**config.mk**
```make
export PLATFORM = sky130hd
export DESIGN_NAME = clkxbar_bank
export DESIGN_NICKNAME = d
export VERILOG_FILES = /design/src/rtl/clkxbar_pkg.sv /design/src/rtl/clkxbar_regs.sv /design/src/rtl/clkxbar_divstage.sv /design/src/rtl/clkxbar_chan.sv /design/src/rtl/clkxbar_bank.sv
export SDC_FILE = /design/constraint.sdc
export NUM_CORES = 1
export LEC_CHECK = 0
export ABC_AREA = 1
export BUFFER_PORTS_ARGS = -buffer_cell sky130_fd_sc_hd__buf_2
export CAP_MARGIN = 30
export CORE_MARGIN = 3
export CORE_UTILIZATION = 46
export DETAILED_ROUTE_END_ITERATION = 7
export GPL_TIMING_DRIVEN = 0
export PLACE_DENSITY = 0.72
export REMOVE_ABC_BUFFERS = 1
export SYNTH_ARGS = -nofsm -noshare
export SYNTH_HDL_FRONTEND = slang
export SYNTH_HIERARCHICAL = 1
export SYNTH_SLANG_ARGS = --single-unit
```
**constraint.sdc**
```tcl
create_clock -name clk -period 2.7 [get_ports clk]
set_input_delay 0.54 -clock clk [delete_from_list [all_inputs] [get_ports clk]]
set_output_delay 0.54 -clock clk [all_outputs]
set_load 0.02 [all_outputs]
```
**src/rtl/clkxbar_pkg.sv**
```systemverilog
`timescale 1ns/1ps
package clkxbar_pkg;
  localparam int ADDR_W    = 12;
  localparam int SEL_W     = 6;
  localparam int PRE_W     = 10;
  localparam int FIN_W     = 6;
  localparam int XBAR_BASE = 'h018;
  localparam int PRE_BASE  = 'h058;
  localparam int FIN_BASE  = 'h164;

  typedef struct packed {
    logic [SEL_W-1:0] srcSel;
    logic             preGateEn;
    logic [PRE_W-1:0] preRatio;
    logic [FIN_W-1:0] finRatio;
    logic             finGateEn;
    logic             syncMode;
  } chanCfg_t;

  function automatic logic [ADDR_W-1:0] xbarAddr(input int idx);
    return ADDR_W'(XBAR_BASE + 4 * (idx / 4));
  endfunction

  function automatic logic [ADDR_W-1:0] preAddr(input int idx);
    return ADDR_W'(PRE_BASE + 4 * idx);
  endfunction

  function automatic logic [ADDR_W-1:0] finAddr(input int idx);
    return ADDR_W'(FIN_BASE + 4 * idx);
  endfunction
endpackage

```
**src/rtl/clkxbar_regs.sv**
```systemverilog
`timescale 1ns/1ps
module clkxbar_regs
  import clkxbar_pkg::*;
#(
  parameter int NUM_CH = 6
) (
  input  logic                    clk,
  input  logic                    rstN,
  input  logic [ADDR_W-1:0]       regAddr,
  input  logic [31:0]             regWrData,
  input  logic                    regWrEn,
  output logic [31:0]             regRdData,
  output chanCfg_t [NUM_CH-1:0]   chCfg
);
  chanCfg_t [NUM_CH-1:0] cfgQ;

  // Write decode: each channel owns a byte lane in a crossbar word plus two private words
  always_ff @(posedge clk or negedge rstN) begin
    if (!rstN) begin
      cfgQ <= '0;
    end else if (regWrEn) begin
      for (int i = 0; i < NUM_CH; i++) begin
        if (regAddr == xbarAddr(i)) begin
          cfgQ[i].srcSel    <= regWrData[8*(i%4) +: SEL_W];
          cfgQ[i].preGateEn <= regWrData[8*(i%4) + 6];
        end
        if (regAddr == preAddr(i)) begin
          cfgQ[i].preRatio <= regWrData[PRE_W-1:0];
        end
        if (regAddr == finAddr(i)) begin
          cfgQ[i].finRatio  <= regWrData[FIN_W-1:0];
          cfgQ[i].finGateEn <= regWrData[6];
          cfgQ[i].syncMode  <= regWrData[7];
        end
      end
    end
  end

  // Read decode: unmapped addresses and unused bits return zero
  always_comb begin
    regRdData = '0;
    for (int i = 0; i < NUM_CH; i++) begin
      if (regAddr == xbarAddr(i))
        regRdData[8*(i%4) +: 8] = {1'b0, cfgQ[i].preGateEn, cfgQ[i].srcSel};
      if (regAddr == preAddr(i))
        regRdData = {{(32-PRE_W){1'b0}}, cfgQ[i].preRatio};
      if (regAddr == finAddr(i))
        regRdData = {24'b0, cfgQ[i].syncMode, cfgQ[i].finGateEn, cfgQ[i].finRatio};
    end
  end

  assign chCfg = cfgQ;

  // a write to channel 0's final word lands in its ratio field
  assert_fin_write_R4: assert property (@(posedge clk) disable iff (!rstN)
    (regWrEn && regAddr == finAddr(0)) |=> (cfgQ[0].finRatio == $past(regWrData[FIN_W-1:0])));
endmodule

```
**src/rtl/clkxbar_divstage.sv**
```systemverilog
`timescale 1ns/1ps
module clkxbar_divstage #(
  parameter int W = 6
) (
  input  logic         clk,
  input  logic         rstN,
  input  logic         inLvl,
  input  logic [W-1:0] ratio,
  output logic         outLvl
);
  logic         inPrev;
  logic         inRise;
  logic [W-1:0] cnt;
  logic [W-1:0] cntNext;
  logic [W:0]   ratioPlus;
  logic [W:0]   halfCnt;
  logic         divQ;

  assign inRise    = inLvl & ~inPrev;
  assign cntNext   = (cnt >= ratio) ? '0 : cnt + W'(1);
  assign ratioPlus = {1'b0, ratio} + (W+1)'(1);
  assign halfCnt   = ratioPlus >> 1;

  always_ff @(posedge clk or negedge rstN) begin
    if (!rstN) begin
      inPrev <= 1'b0;
      cnt    <= '0;
      divQ   <= 1'b0;
    end else begin
      inPrev <= inLvl;
      if (inRise) begin
        cnt  <= cntNext;
        divQ <= ({1'b0, cntNext} < halfCnt);
      end
    end
  end

  assign outLvl = (ratio == '0) ? inLvl : divQ;

  // the edge counter never runs past the programmed ratio
  assert_count_bound_R7: assert property (@(posedge clk) disable iff (!rstN)
    inRise |=> (cnt <= $past(ratio)));
endmodule

```
**src/rtl/clkxbar_chan.sv**
```systemverilog
`timescale 1ns/1ps
module clkxbar_chan
  import clkxbar_pkg::*;
#(
  parameter int NUM_REF = 4
) (
  input  logic               clk,
  input  logic               rstN,
  input  logic [NUM_REF-1:0] refIn,
  input  chanCfg_t           cfg,
  output logic               clkOut
);
  logic [63:0] refExt;
  logic        srcLvl;
  logic        preGateOpen;
  logic        preIn;
  logic        preLvl;
  logic        finLvl;
  logic        finGateOpen;
  logic        gatedLvl;
  logic        syncQ;

  assign refExt = 64'(refIn);

  always_ff @(posedge clk or negedge rstN) begin
    if (!rstN) begin
      srcLvl      <= 1'b0;
      preGateOpen <= 1'b0;
      finGateOpen <= 1'b0;
      syncQ       <= 1'b0;
    end else begin
      srcLvl <= refExt[cfg.srcSel];
      if (!srcLvl) preGateOpen <= cfg.preGateEn;
      if (!finLvl) finGateOpen <= cfg.finGateEn;
      syncQ <= gatedLvl;
    end
  end

  assign preIn = srcLvl & preGateOpen;

  clkxbar_divstage #(.W(PRE_W)) preDiv_i (
    .clk(clk), .rstN(rstN), .inLvl(preIn), .ratio(cfg.preRatio), .outLvl(preLvl)
  );

  clkxbar_divstage #(.W(FIN_W)) finDiv_i (
    .clk(clk), .rstN(rstN), .inLvl(preLvl), .ratio(cfg.finRatio), .outLvl(finLvl)
  );

  assign gatedLvl = finLvl & finGateOpen;
  assign clkOut   = cfg.syncMode ? syncQ : gatedLvl;

  // the pre-divider gate moves only while the selected source is low
  assert_pregate_low_R11: assert property (@(posedge clk) disable iff (!rstN)
    (preGateOpen != $past(preGateOpen)) |-> !$past(srcLvl));

  // the final gate moves only while the final divider output is low
  assert_fingate_low_R11: assert property (@(posedge clk) disable iff (!rstN)
    (finGateOpen != $past(finGateOpen)) |-> !$past(finLvl));
endmodule

```
**src/rtl/clkxbar_bank.sv**
```systemverilog
`timescale 1ns/1ps
module clkxbar_bank
  import clkxbar_pkg::*;
#(
  parameter int NUM_CH  = 6,
  parameter int NUM_REF = 4
) (
  input  logic               clk,
  input  logic               rstN,
  input  logic [NUM_REF-1:0] refIn,
  input  logic [11:0]        regAddr,
  input  logic [31:0]        regWrData,
  input  logic               regWrEn,
  output logic [31:0]        regRdData,
  output logic [NUM_CH-1:0]  clkOut
);
  chanCfg_t [NUM_CH-1:0] chCfg;

  clkxbar_regs #(.NUM_CH(NUM_CH)) regs_i (
    .clk(clk), .rstN(rstN), .regAddr(regAddr), .regWrData(regWrData),
    .regWrEn(regWrEn), .regRdData(regRdData), .chCfg(chCfg)
  );

  for (genvar g = 0; g < NUM_CH; g++) begin : gChan
    clkxbar_chan #(.NUM_REF(NUM_REF)) chan_i (
      .clk(clk), .rstN(rstN), .refIn(refIn), .cfg(chCfg[g]), .clkOut(clkOut[g])
    );
  end
endmodule

```
# After elaboration in Yosys (flattened, before gate mapping)

Cells that the tools add are included.

Latch bits: 0
ROM bits: 0
RAM bits: 0
Memories kept: 0
Input port bits: 51
Flip-flop bits (word level): 294

Reductions and logical operators: 26
Mux-type cells: 60
Divide/modulo/power cells: 0
Order comparisons: 30
Bitwise gates (word level): 36
Shifts and indexed selects: 0
$add $sub $neg: 24
$mul: 0
Equal/unequal tests: 14

Operators by type and width:

| cell                                                                         | count |
|---|---|
| 31-bit two-way mux                                                           | 6 |
| 10-bit two-way mux                                                           | 8 |
| 12-bit by 7-bit == test with 1-bit output, second input constant             | 6 |
| 12-bit by 9-bit == test with 1-bit output, second input constant             | 6 |
| 10-bit by 1-bit adder with 11-bit output, second input constant              | 6 |
| 10-bit by 1-bit adder with 10-bit output, second input constant              | 6 |
| 10-bit >= comparator                                                         | 6 |
| 10-bit zero test                                                             | 6 |
| 10-bit less-than comparator                                                  | 6 |
| 23-bit two-way mux                                                           | 2 |
| 6-bit by 1-bit adder with 7-bit output, second input constant                | 6 |
| 6-bit by 7-bit less-than comparator with 1-bit output, second input constant | 6 |
| 6-bit by 1-bit adder with 6-bit output, second input constant                | 6 |
| 1-bit binary-select mux with 6-bit select                                    | 6 |
| 6-bit >= comparator                                                          | 6 |
| 6-bit zero test                                                              | 6 |
| 6-bit less-than comparator                                                   | 6 |
| 6-bit two-way mux                                                            | 6 |
| 15-bit two-way mux                                                           | 2 |
| 7-bit two-way mux                                                            | 4 |
| 2-bit AND reduction                                                          | 14 |
| 1-bit bitwise AND                                                            | 24 |
| 12-bit by 5-bit == test with 1-bit output, second input constant             | 2 |
| 1-bit two-way mux                                                            | 24 |
| other kinds (2)                                                              | 14 |

# Depth between registers and ports, before layout

Depth in word-level cells: 17
Gate-level depth with buffers: 18

# By module

The synthesis kept the hierarchy.

Modules (own cells, without submodules):

| module                                          | area each (um2) | cells each | seq. area each (um2) | instances |
|---|---|---|---|---|
| clkxbar_divstage (gChan[0].chan_i.preDiv_i ...) | 1,316.3         | 191        | 300.3                | 6 |
| clkxbar_regs                                    | 7,259.5         | 914        | 3,753.6              | 1 |
| clkxbar_divstage (gChan[0].chan_i.finDiv_i ...) | 829.5           | 111        | 200.2                | 6 |
| clkxbar_chan                                    | 219.0           | 33         | 100.1                | 6 |

# Worst setup path after synthesis

No wires, ideal clock.

Kind: register to output
Start point: register regs_i.cfgQ, in the netlist regs_i/chCfg[9]
End point: output port clkOut[0]
Path buffers: 0
Arrival time: 2.133 ns
Stages on the path, launching flop included: 11
Setup slack: 0.027 ns
Data required time: 2.160 ns
Cell sequence: dfrtp_1 -> inv_1 -> ha_1 -> nand4_1 -> nor4_1 -> nand3_1 -> o21ai_0 -> inv_1 -> o21ai_0 -> nand2_1 -> o21ai_0

Word-level cells in the longest chain between the ends: 5

Ends and longest elaborated chain:

| element                          | line                   | text |
|---|---|---|
| start: declaration               | clkxbar_regs.sv:15     | `chanCfg_t [NUM_CH-1:0] cfgQ;` |
| 10-bit zero test                 | clkxbar_divstage.sv:38 | `assign outLvl = (ratio == '0) ? inLvl : divQ;` |
| 1-bit two-way mux                | clkxbar_divstage.sv:38 |  |
| named net gChan[0].chan_i.preLvl | clkxbar_chan.sv:17     | `logic preLvl;` |
| 1-bit two-way mux                | clkxbar_divstage.sv:38 |  |
| named net gChan[0].chan_i.finLvl | clkxbar_chan.sv:18     | `logic finLvl;` |
| 1-bit bitwise AND                | clkxbar_chan.sv:49     | `assign gatedLvl = finLvl & finGateOpen;` |
| 1-bit two-way mux                | clkxbar_chan.sv:50     | `assign clkOut = cfg.syncMode ? syncQ : gatedLvl;` |
| end: declaration                 | clkxbar_bank.sv:15     | `output logic [NUM_CH-1:0] clkOut` |

The timed path passes the listed nets, and every way through them passes these cells.

# Final worst setup path

Ends and elaborated chain as after synthesis.

==> results.md <==
- Avg Inst Size Synth: ~7.3 um^2
- Sequential share of the synthesized area: between 30 and 40%
- Via Count: between 15000 and 20000
- Wire per inst: roughly 16 um
- Most common library cell in the layout ignoring fill and taps: nand2_1
- Critical path type: reg2out
- Slew headroom: 34.83%
- Hold Path Class: in2async
- Most frequent cells in the layout: nand2_1 (770), inv_1 (382), dfrtp_1 (246), o21ai_0 (211), ha_1 (205)
- Global-route wire length before repair: between 90 and 100 mm
- Routed Antenna Nets: 0
- Worst Path Required: ~2.2 ns
- CTS tree: built
- First-pass DRT Iterations: 6
- Final Power: between 0.01 and 0.015 W
- 1st-iter DRT viols: roughly 1900
- Largest net degree at the start of global routing: about 120
- Post-route DRC: 0
- F_max: 0.3171 GHz
- Power per cell area: about 380 mW/mm^2
- Gr ovfl total: 0
- Worst-skew pair later-pin latency: roughly 0.55 ns
- Crit-path max FO: 2
- Finished Layout Cells: 3786
- Setup TNS: -3.427 ns
- Die Area: approximately 0.049 mm^2
- Boundary Pins: 89
- Dpl cells: between 3000 and 4000
- Failing checks: negative hold slack, negative setup slack
- DIE WIDTH: 221.9 um
- Final worst setup slack: -0.4534 ns
- DP Wirelength: approximately 40 mm
- Cells after synthesis: just under 3000
- Hold Slack: -0.01098 ns
- GRT Util Overall: about 23%
- RSZ-0062 raised after global routing: yes
- Count of input and output buffers: between 80 and 90
- Final core occ: between 50% and 60%
- Layout cell share with drive strength beyond 1: 24.42%
- Clk sinks: around 300
- Mapped cell area: around 0.021 mm^2
- Final hold viol count: 21
- Setup Viol. Count Final: 21
- CP endpoint kind: output pin
- Leak Pwr: between 10 and 15 nW
- Final period util: 116.8%
- Status: finished with violations
- CTS clk-pin slew, worst paths: roughly 0.06 ns
- Gpl congestion: around 0.90
- Slew Viols, Final: 0
- Core Rows: slightly below 80
- Vias in the first global route: 18226
- DRT Wirelength: 60.13 mm
- Period minus WS final: roughly 3.2 ns
- Synth cell types: just over 40
- Warnings from Yosys: 6
- H-tree depth: 2
- Initial Utilization: 46.96%
- Total CTS buffers: 36
- Worst slew pin tran: between 0.9 and 1 ns
- Max FFs per register: 150
- Vias per Instance: roughly 5.3
- Die height: ~220 um
- Max Clock Skew: about 0.021 ns
- Max Cap Viol: 0
- Initial antenna violation count: 2
- Clock root cell: clkbuf_16
- Fin nets: ~3400
- Ant. Diodes: 0
- Total core area: around 0.046 mm^2
- Area grow syn2layout: 24.69%
- Maximum vdd drop: ~0.42 mV
- Worst setup SP type: flip-flop
- CP arrival: around 2.6 ns
- Synth Register Bits: a little under 300
- Clk buf depth: 3
repair_timing:
item / CTS / global route
setup buffers: 99 / 75
hold buffers: 0 / 0
setup endpoints to repair: 42 / 44
cloned: 4 / 3
endpoints found under the hold margin: 0 / 0
pin swaps: 94 / 111
resized for setup: 301 / 230
final cells by class:
cell class                 count  area [um^2]
multi-input combinational   2123        13380
fill                        3862        18930
inverter                     457         1797
tap                          600        750.7
clock buffer                  44        993.5
sequential                   294         7417
timing repair inverter         1        8.758
clock inverter                19        277.8
timing repair buffer         248         2125
worst max-delay path, stage by stage (launching register included):
cell and delay (ns):
dfrtp_2 0.43, inv_4 0.07, ha_4 0.11, nand4_1 0.13
nor4_2 0.24, nand3_1 0.18, o21ai_2 0.26, inv_2 0.07
o21ai_2 0.14, nand2_2 0.09, o21ai_4 0.18, buf_6 0.14
metal layers:
metal	global-route usage [%]	share of wire, %	wire, um	up-vias
met5	0	0.022	13	-
met4	7.348	3.7	2225	2
met3	4.118	7.3	4383	172
met2	35.23	45	27130	756
met1	31.91	44	26380	9125
li1	-	-	-	9834
worst paths after layout:
kind / startpoint / end / slack [ns] / cells past startpoint
min in group clk: regWrData[19] / regs_i/chCfg[72] / 0.22 / 2
worst min register to register: gChan[3].chan_i/srcLvl / gChan[3].chan_i/preGateOpen / 0.45 / 1
worst max-delay path: regs_i/chCfg[9] / clkOut[0] / -0.45 / 11
worst min-delay path: rstN / gChan[4].chan_i/finDiv_i/cnt[2] / -0.01 / 1
max in group asynchronous: rstN / regs_i/chCfg[8] / 1.24 / 3
worst max register to register: regs_i/chCfg[84] / gChan[3].chan_i/preDiv_i/divQ / 0 / 15
power breakdown:
part,internal [W],switching [W]
clock,0.00321,0.00200
combinational,0.000136,0.000323
sequential,0.00442,0.0000174
total,0.00777,0.00234
logic make-up (layout without fill, tap and decap cells):
| group | count (synthesis) | after routing | share of synthesized area [%] |
|---|---|---|---|
| other cells | 1 | 3 | 0.01748 |
| fa+ha+maj | 216 | 216 | 12.60 |
| flops | 294 | 294 | 34.30 |
| mux | 7 | 7 | 0.4900 |
| compound gates | 395 | 395 | 10.27 |
| buf+inv | 514 | 769 | 9.275 |
| simple gates | 1413 | 1418 | 29.61 |
| xor+xnor | 84 | 84 | 3.430 |
cell usage after synthesis (all sizes together):
master   count  area (um^2)
a2111oi      6        90.09
a21o         6        45.04
a21oi       84        510.5
buf         24        150.1
clkbuf      33        123.9
conb         1        3.750
dfrtp      294         7357
ha         216         2703
inv        457         1715
mux2         7        105.1
nand2      869         3367
nand3      157        850.8
nand3b       6        45.04
nand4       45        281.5
nor2       273         1277
nor3        38        236.5
nor3b       13        127.6
nor4        12        165.2
o21a         6        45.04
o21ai      286         1454
o221ai       6        52.55
o22ai        1        6.260
xnor2       12        105.1
xor2        72        630.6
metrics by stage:
step | instance area, um^2 | worst slack [ns]
2_1_floorplan | 21180 | -0.07538
3_3_place_gp | 22340 | -4.595
3_5_place_dp | 22410 | -0.9579
4_1_cts | 25410 | -0.4738
5_1_grt | 26740 | -0.5884
6_report | 26740 | -0.4534
No activity file was read; power rests on OpenSTA's default activity.
